[src/rtl/coef_bank_pkg.sv]
package coef_bank_pkg;
  localparam int COEF_W = 8;
  localparam int NTAPS  = 10;
  localparam int ADDR_W = 5;
  localparam int TAP_W  = 4;
  localparam int NSETS  = 2;

  // set 0 (main) lives where addr[4]==0, set 1 (aux) where addr[4]==1
  function automatic logic addr_hits(input logic [ADDR_W-1:0] a, input logic set_bit);
    return (a[ADDR_W-1] == set_bit) && (a[TAP_W-1:0] < TAP_W'(NTAPS));
  endfunction
endpackage

[src/rtl/coef_addr_ctr.sv]
module coef_addr_ctr #(
  parameter int AW = 5
) (
  input  logic          clk,
  input  logic          rst,
  input  logic          load,
  input  logic [AW-1:0] ld_val,
  input  logic          step,
  output logic [AW-1:0] q
);
  always_ff @(posedge clk) begin
    if (rst)       q <= '0;
    else if (load) q <= ld_val;
    else if (step) q <= q + AW'(1);
  end

  assert_load_R2: assert property (@(posedge clk) disable iff (rst)
    load |=> q == $past(ld_val));
  assert_step_R3: assert property (@(posedge clk) disable iff (rst)
    (step && !load) |=> q == AW'($past(q) + AW'(1)));
endmodule

[src/rtl/coef_bank_pair.sv]
module coef_bank_pair #(
  parameter int W  = 8,
  parameter int N  = 10,
  parameter int IW = 4
) (
  input  logic          clk,
  input  logic          rst,
  input  logic          wr_en,
  input  logic [IW-1:0] wr_idx,
  input  logic [W-1:0]  wr_data,
  input  logic          copy,
  input  logic [IW-1:0] mic_idx,
  output logic [W-1:0]  mic_q,
  input  logic [IW-1:0] fir_idx,
  output logic [W-1:0]  fir_q
);
  logic [N-1:0][W-1:0] stage_q;
  logic [N-1:0][W-1:0] live_q;

  // no reset: coefficients survive system reset
  always_ff @(posedge clk) begin
    if (wr_en && (wr_idx < IW'(N))) stage_q[wr_idx] <= wr_data;
    if (copy) live_q <= stage_q;
  end

  always_comb begin
    mic_q = '0;
    fir_q = '0;
    if (mic_idx < IW'(N)) mic_q = live_q[mic_idx];
    if (fir_idx < IW'(N)) fir_q = live_q[fir_idx];
  end

  assert_live_hold_R4: assert property (@(posedge clk) disable iff (rst)
    !copy |=> $stable(live_q));
  assert_copy_all_R8: assert property (@(posedge clk) disable iff (rst)
    copy |=> live_q == $past(stage_q));
endmodule

[src/rtl/coef_switch_ctl.sv]
module coef_switch_ctl (
  input  logic clk,
  input  logic rst,
  input  logic upd_req,
  input  logic upd_aux,
  input  logic frame_strobe,
  input  logic main_wr,
  output logic pending,
  output logic sel_aux,
  output logic do_switch,
  output logic swapped
);
  assign do_switch = frame_strobe && pending;

  always_ff @(posedge clk) begin
    if (rst) begin
      pending <= 1'b0;
      sel_aux <= 1'b0;
      swapped <= 1'b0;
    end else begin
      if (upd_req) begin
        pending <= 1'b1;
        sel_aux <= upd_aux;
      end else if (do_switch) begin
        pending <= 1'b0;
      end
      if (do_switch)    swapped <= 1'b1;
      else if (main_wr) swapped <= 1'b0;
    end
  end

  assert_pend_clear_R9: assert property (@(posedge clk) disable iff (rst)
    (frame_strobe && pending && !upd_req) |=> !pending);
  assert_fell_only_strobe_R7: assert property (@(posedge clk) disable iff (rst)
    $fell(pending) |-> $past(frame_strobe));
  assert_swap_rise_R10: assert property (@(posedge clk) disable iff (rst)
    $rose(swapped) |-> $past(frame_strobe && pending));
  assert_swap_fall_R10: assert property (@(posedge clk) disable iff (rst)
    (main_wr && !do_switch) |=> !swapped);
endmodule

[src/rtl/coef_bank_ctrl.sv]
module coef_bank_ctrl
  import coef_bank_pkg::*;
(
  input  logic              clk,
  input  logic              rst,
  input  logic              cnt_load,
  input  logic [ADDR_W-1:0] cnt_wdata,
  output logic [7:0]        cnt_q,
  input  logic              coef_wr,
  input  logic [COEF_W-1:0] coef_wdata,
  input  logic              coef_rd,
  output logic [COEF_W-1:0] coef_rdata,
  input  logic              upd_req,
  input  logic              upd_aux,
  output logic              upd_pending,
  input  logic              frame_strobe,
  output logic              bank_swapped,
  input  logic              fir_aux,
  input  logic [TAP_W-1:0]  fir_tap,
  output logic [COEF_W-1:0] fir_coef
);
  logic [ADDR_W-1:0] ptr;
  logic              sel_aux, do_switch, main_wr;
  logic [COEF_W-1:0] set_mic [NSETS];
  logic [COEF_W-1:0] set_fir [NSETS];

  coef_addr_ctr #(.AW(ADDR_W)) u_ctr (
    .clk(clk), .rst(rst), .load(cnt_load), .ld_val(cnt_wdata),
    .step(coef_wr || coef_rd), .q(ptr)
  );
  assign cnt_q = {{(8-ADDR_W){1'b0}}, ptr};

  assign main_wr = coef_wr && addr_hits(ptr, 1'b0);

  coef_switch_ctl u_sw (
    .clk(clk), .rst(rst), .upd_req(upd_req), .upd_aux(upd_aux),
    .frame_strobe(frame_strobe), .main_wr(main_wr), .pending(upd_pending),
    .sel_aux(sel_aux), .do_switch(do_switch), .swapped(bank_swapped)
  );

  for (genvar s = 0; s < NSETS; s++) begin : g_set
    coef_bank_pair #(.W(COEF_W), .N(NTAPS), .IW(TAP_W)) u_bank (
      .clk(clk), .rst(rst),
      .wr_en(coef_wr && addr_hits(ptr, 1'(s))),
      .wr_idx(ptr[TAP_W-1:0]), .wr_data(coef_wdata),
      .copy(do_switch && (sel_aux == 1'(s))),
      .mic_idx(ptr[TAP_W-1:0]), .mic_q(set_mic[s]),
      .fir_idx(fir_tap), .fir_q(set_fir[s])
    );
  end

  always_ff @(posedge clk) begin
    if (rst) begin
      coef_rdata <= '0;
      fir_coef   <= '0;
    end else begin
      if (coef_rd) coef_rdata <= set_mic[ptr[ADDR_W-1]];
      fir_coef <= set_fir[fir_aux];
    end
  end

  assert_rd_gap_zero_R5: assert property (@(posedge clk) disable iff (rst)
    (coef_rd && ptr[TAP_W-1:0] >= TAP_W'(NTAPS)) |=> coef_rdata == '0);
  assert_fir_gap_zero_R12: assert property (@(posedge clk) disable iff (rst)
    (fir_tap >= TAP_W'(NTAPS)) |=> fir_coef == '0);
endmodule

[config.mk]
export PLATFORM = sky130hd
export DESIGN_NAME = coef_bank_ctrl
export DESIGN_NICKNAME = d
export VERILOG_FILES = /design/src/rtl/coef_bank_pkg.sv /design/src/rtl/coef_addr_ctr.sv /design/src/rtl/coef_bank_pair.sv /design/src/rtl/coef_switch_ctl.sv /design/src/rtl/coef_bank_ctrl.sv
export SDC_FILE = /design/constraint.sdc
export NUM_CORES = 1
export LEC_CHECK = 0
export BUFFER_PORTS_ARGS = -buffer_cell sky130_fd_sc_hd__buf_4
export CAP_MARGIN = 30
export CORE_MARGIN = 8
export CORE_UTILIZATION = 40
export CTS_BUF_LIST = sky130_fd_sc_hd__clkbuf_4 sky130_fd_sc_hd__clkbuf_8
export CTS_CLUSTER_SIZE = 25
export DETAILED_ROUTE_END_ITERATION = 8
export PLACE_DENSITY = 0.63
export SYNTH_ARGS = -nofsm -noshare
export SYNTH_HDL_FRONTEND = slang
export SYNTH_SLANG_ARGS = --single-unit
[constraint.sdc]
create_clock -name clk -period 5.6 [get_ports clk]
set_input_delay 0.84 -clock clk [delete_from_list [all_inputs] [get_ports clk]]
set_output_delay 0.84 -clock clk [all_outputs]
set_load 0.01 [all_outputs]
==> results of run 1 <==
[final timing paths]
path | start | depth (start not counted) | endpoint | slack (ns)
max reg2reg | u_ctr.q[1]$_SDFFE_PP0P_ | 4 | coef_rdata[6]$_SDFFE_PP0P_ | 3.05
min | g_set[0].u_bank.stage_q[78]$_DFFE_PP_ | 0 | g_set[0].u_bank.live_q[78]$_DFFE_PP_ | 0.41
min reg2reg | g_set[0].u_bank.stage_q[78]$_DFFE_PP_ | 0 | g_set[0].u_bank.live_q[78]$_DFFE_PP_ | 0.41
max | u_ctr.q[0]$_SDFFE_PP0P_ | 1 | cnt_q[0] | 3.01
[cells by family (layout without fill, tap and decap cells)]
logic type | Yosys count | after routing | synth area share (%)
DFF | 344 | 344 | 75.8
muxes | 127 | 127 | 13.4
and+or+nand+nor | 96 | 96 | 3.69
AOI/OAI and AO/OA | 87 | 87 | 4.70
buffers and inverters | 45 | 160 | 1.79
adders and majority gates | 4 | 4 | 0.376
xor gates and xnor gates | 4 | 4 | 0.263
other | 1 | 3 | 0.0282
[layer usage]
| metal | part of all wire, % | up-vias |
|---|---|---|
| met5 | 0.089 | - |
| met4 | 2.8 | 4 |
| met3 | 7.3 | 59 |
| met2 | 49 | 266 |
| met1 | 41 | 3386 |
| li1 | - | 3003 |
[Yosys cell counts (3+ instances only)]
cell	number
a211oi_1	6
a21oi_1	18
a221oi_1	8
a22oi_1	24
a31oi_1	8
and2_1	19
and3_1	7
buf_1	10
buf_2	10
buf_4	11
clkbuf_1	9
dfxtp_1	24
edfxtp_1	320
ha_1	4
inv_1	3
mux2_2	9
mux2i_1	78
mux4_2	40
nand2_1	34
nor2_1	20
nor2b_1	4
o211ai_1	8
o221ai_1	8
xnor2_1	4
[cells in the final DEF, fill, tap and decap left out, types with 9 or more instances in the layout]
cell,instances
mux2_2,9
buf_4,53
a21oi_1,18
clkbuf_8,57
mux4_2,40
clkinv_1,10
dfxtp_1,22
nand2_1,34
and2_1,19
nor2_1,19
clkbuf_4,20
mux2i_1,78
edfxtp_1,320
a22oi_1,24
[sequential cells by signal (all words and copies together) (netlist names)]
register,cells
u_ctr.q,5
fir_coef,8
g_set.u_bank.stage_q,160
u_sw.sel_aux,1
coef_rdata,8
u_sw.pending,1
g_set.u_bank.live_q,160
u_sw.swapped,1
[power breakdown]
part	internal [mW]	switching, mW	total [mW]
logic	0.134	0.188	0.322
clock network	1.30	0.931	2.23
registers	2.85	0.0461	2.90
[stage by stage]
step / instances / util, % / hold WS, ns / instance area [µm²] / worst slack [ns]
after detailed placement: 1172 / 42.5 / 0.405 / 14100 / 2.59
after global routing: 1273 / 46.2 / 0.414 / 15300 / 2.86
after floorplan: 710 / - / 0.400 / 13300 / 0.837
final: 1273 / 46.2 / 0.412 / 15300 / 3.01
after CTS: 1271 / 46.0 / 0.413 / 15300 / 2.98
after global placement: 1169 / 42.4 / 0.401 / 14100 / 2.58
[area by class of cell]
type,instances,area [µm²],share of cell area [%]
clock buffers,77,935,6.09
clock inverters,22,225,1.47
inverters,3,11.3,0.0734
multi-input cells,321,3010,19.6
flip-flops and latches,344,10100,65.8
well taps,448,561,3.65
repair buffers,58,505,3.30
==> reports/metrics.cfg, run 1 <==
[status]
status = complete, no violations

[sta]
fin_crit_ns = 2.59
rsz0062_at_grt = no
relSlewSlack_pct = 37.4
hold_viol_final = 0
setup_tns_ns = 0
fin_skew_ns = 0.0116
slew_viol_final = 0
tightest_slew_ns = 0.937
setup_violations = 0
max_freq_mhz = 386
period_share_pct = 46.2

[cells_and_area]
antenna_cells = 0
fillers = 2859
drive_above_1_share_pct = 24.7
final_net_count = 811
syn2layout_area_growth_pct = 15.2

[detailed_routing]
routed_wl_mm = 30.2
drt_iter0_drc = 650
vias_per_cell = 5.28
post_drt_wl_per_cell_um = 23.8
final_antenna_net_count = 0
firstDrtPassIters = 5
vias = 6718
drc = 0

[critical_path]
cp.arrival_ns = 1.75
cp-start-kind = register
crit_fanout = 19
critPathBufInv = 1
crit_slowest_cell = dfxtp_1
max_stage_delay_ns = 0.93
end_kind = output port
crit_chain = buf_4
crit_required_ns = 4.76
crit_type = register to output port
cp_top_family = flip-flops

[global_routing]
grt_overflow = 0
grt_busiest_layer = met2
use_met2_pct = 25.3
grt_max_degree = 81
use_met1_pct = 19.6
grt.met3_usage_pct = 3.67
grt_use_total_pct = 15.3
grt_pass1_wl_mm = 44.0
grt_pass1_vias = 6734
antenna_found_initial = 2

[yosys]
synth_edf_count = 320
synth.area.top_cells = edfxtp_1 72%, mux4_2 6.8%, mux2i_1 5.9%, dfxtp_1 3.6%, a22oi_1 1.4%
ys_warn_count = 0
ys_seq_area_share_pct = 75.8
netlist_instances = 708
ys_dominant_reg_cell = edfxtp_1
synth_top_area_share_pct = 72.2
avgSynthCellArea_um2 = 18.8
ys_ff_latch = 344
yosysTopAreaCell = edfxtp_1
netlist_area_um2 = 13300
synth.distinct_cells = 38
async_flop_share_pct = 0

[cts]
clock_latency_ns = 0.57
clk_path_buf_depth = 3
cts_hold_buf = 0
postCtsSetupRepairBufs = 0
cts_resized = 0
cts-root-buf = clkbuf_8
numClockSinks = 344
clk_pin_slew_ns = 0.06
cts_tree = built
h-tree-depth = 2
numCtsBuffers = 53

[pwr]
vdd_drop_max_v = 0.000179
p_leak_nw = 5.05
p_total_mw = 5.45
p_per_area_nw_per_um2 = 356

[die]
dieArea_um2 = 39400
ioPinCount = 52
fp.dieW_um = 198
start_util_pct = 40.1
placementRows = 67
die_h_um = 198
coreArea_um2 = 33200

[place]
dp_hpwl_mm = 19.5
port_buffers = 48
routabilityCongestion = 0.858

[run]
maxCapViolCount = 0

[worst_hold_path]
hp-class = register to register

Note: power is estimated with default switching activity, not from simulation.
==> run 2: changes to the inputs <==
--- a/config.mk
+++ b/config.mk
@@ -5,6 +5,7 @@
 export SDC_FILE = /design/constraint.sdc
 export NUM_CORES = 1
 export LEC_CHECK = 0
+export ABC_AREA = 1
 export BUFFER_PORTS_ARGS = -buffer_cell sky130_fd_sc_hd__buf_4
 export CAP_MARGIN = 30
 export CORE_MARGIN = 8
@@ -12,7 +13,7 @@
 export CTS_BUF_LIST = sky130_fd_sc_hd__clkbuf_4 sky130_fd_sc_hd__clkbuf_8
 export CTS_CLUSTER_SIZE = 25
 export DETAILED_ROUTE_END_ITERATION = 8
-export PLACE_DENSITY = 0.63
+export PLACE_DENSITY = 0.65
 export SYNTH_ARGS = -nofsm -noshare
 export SYNTH_HDL_FRONTEND = slang
 export SYNTH_SLANG_ARGS = --single-unit
==> constraint.sdc (replaced) <==
create_clock -name clk -period 2.2 [get_ports clk]
set_input_delay 0.33 -clock clk [delete_from_list [all_inputs] [get_ports clk]]
set_output_delay 0.33 -clock clk [all_outputs]
set_load 0.01 [all_outputs]
==> reports/metrics.cfg, run 2 <==
[critical_path]
reg2reg_from = u_ctr.q[1]$_SDFFE_PP0P_
crit_fanout = 40
crit_required_ns = 2.49
r2r_slack_ns = 0.06
crit_slowest_cell = nor3_1
cp-start-kind = register
max_stage_delay_ns = 0.41
crit_chain = buf_6 -> ha_1 -> inv_1 -> nor3_1 -> buf_4
crit_type = register to register
cp-startpoint = u_ctr.q[1]$_SDFFE_PP0P_
end_kind = register
cp.arrival_ns = 2.43

[yosys]
netlist_instances = 1291
synth_top_area_share_pct = 67.1
synth.distinct_cells = 29
synth_edf_count = 320
avgSynthCellArea_um2 = 11.1
synth.area.top_cells = edfxtp_1 67%, nand2_1 8.8%, nand3_1 4.2%, inv_1 4.1%, dfxtp_1 3.4%
ys_ff_latch = 344
yosysTopAreaCell = edfxtp_1
ys_dominant_reg_cell = edfxtp_1
ys_warn_count = 0
synth_common_cells = 336 x nand2_1, 320 x edfxtp_1, 158 x inv_1, 120 x nand3_1, 80 x nor2_1
synth.most_common_cell = nand2_1
async_flop_share_pct = 0
ys_seq_area_share_pct = 70.5
netlist_area_um2 = 14300

[sta]
fin_crit_ns = 2.14
rsz0062_at_grt = no
setup_tns_ns = 0
fin_skew_ns = 0.0337
relSlewSlack_pct = 42.8
setup_slack_ns = 0.0580
fin_hold_ws_ns = 0.0978
setup_violations = 0
hold_viol_final = 0
period_share_pct = 97.4
max_freq_mhz = 467
slew_viol_final = 0
tightest_slew_ns = 0.854

[place]
dp_hpwl_mm = 24.7
routabilityCongestion = 0.906
place_area_um2 = 15400
place_ws_ns = -0.0267
port_buffers = 48
dp_cells = 1792

[cts]
numCtsBuffers = 51
postCtsSetupRepairBufs = 0
clk_path_buf_depth = 3
cts-root-buf = clkbuf_8
clk_pin_slew_ns = 0.07
clock_latency_ns = 0.60
numClockSinks = 344
h-tree-depth = 2
cts_tree = built

[die]
fp.dieW_um = 205
placementRows = 69
start_util_pct = 40.4
coreArea_um2 = 35400
die_h_um = 205
ioPinCount = 52
dieArea_um2 = 42100

[detailed_routing]
drc = 0
drt_iter0_drc = 964
post_drt_wl_per_cell_um = 19.9
routed_wl_mm = 37.5
vias = 9667
firstDrtPassIters = 6
vias_per_cell = 5.11
final_antenna_net_count = 0

[cells_and_area]
final-seq-area_um2 = 10100
multiInputGateArea_um2 = 3250
final_net_count = 1420
mostFrequentLayoutCells = 336 x nand2_1, 320 x edfxtp_1, 158 x inv_1
final_common_cell = nand2_1
drive_above_1_share_pct = 13.7
reg_top3 = g_set.u_bank.live_q: 160 flops, g_set.u_bank.stage_q: 160 flops
final_core_util_pct = 46.5
design_area_um2 = 16500
fillers = 3226
syn2layout_area_growth_pct = 14.9
fin_cells = 1890

[worst_hold_path]
hold_start = cnt_wdata[4]
hp-class = primary input to register

[run]
maxCapViolCount = 0

[global_routing]
antenna_found_initial = 0
grt_pass1_vias = 9615
grt_max_degree = 100
grt_pass1_wl_mm = 56.7
grt_overflow = 0
grt_use_total_pct = 17.9

[pwr]
p_per_area_nw_per_um2 = 817
p_leak_nw = 6.51
vdd_drop_max_v = 0.000377
p_total_mw = 13.5

[status]
status = complete, no violations

==> run 2: worst max-delay path, delay by kind of cell, from the launching register on <==
| kind | cells | cell delay, ns |
|---|---|---|
| flops | 1 | 0.38 |
| buf+inv | 3 | 0.77 |
| simple gates | 1 | 0.41 |
| fa+ha+maj | 1 | 0.26 |
==> run 2: logic make-up (layout without fill, tap and decap cells) <==
kind of cell | after synthesis | in the layout | share of synthesized area [%]
and+or+nand+nor | 557 | 557 | 16.0
DFF | 344 | 344 | 70.5
buffers and inverters | 230 | 364 | 7.03
AOI/OAI and AO/OA | 154 | 154 | 6.02
adders and majority gates | 4 | 4 | 0.350
other | 1 | 5 | 0.0262
xor gates and xnor gates | 1 | 1 | 0.0612
==> run 2: worst paths after layout <==
path                                                               to  cells after the start
worst max-delay path            g_set[1].u_bank.stage_q[26]$_DFFE_PP_                      5
worst min-delay path                          u_ctr.q[4]$_SDFFE_PP0P_                      3
worst max register to register  g_set[1].u_bank.stage_q[26]$_DFFE_PP_                      5
worst min register to register   g_set[1].u_bank.live_q[49]$_DFFE_PP_                      0
==> run 2: cell type report <==
cell class	count	area share (%)
Antenna cell	2	0.0304
Clock buffer	66	4.99
Clock inverter	24	0.836
Inverter	166	3.79
Multi-Input combinational cell	719	19.7
Sequential cell	344	61.3
Tap cell	461	3.51
Timing Repair Buffer	108	5.79
==> run 2: timing repair <==
action / 4_1_cts / 5_1_grt
endpoints found under the hold margin: 3 / 0
hold buffers: 4 / 0
resized for setup: 1 / 1
setup endpoints to repair: 8 / 8
==> run 2: where the power goes <==
group / switching [mW] / leakage [nW] / total [mW] / internal, mW
sequential: 0.0531 / 3.10 / 7.31 / 7.25
combinational: 0.843 / 2.90 / 1.22 / 0.379
clock: 2.37 / 0.505 / 4.92 / 2.55
==> run 2: metal layers <==
layer / track usage (%) / wire length [µm] / vias to the layer above
met1: 24.5 / 16200 / 4588
met2: 26.7 / 16500 / 454
met4: 7.66 / 1190 / 0
met3: 4.53 / 3570 / 78
li1: - / - / 4547
met5: 0 / 0 / -
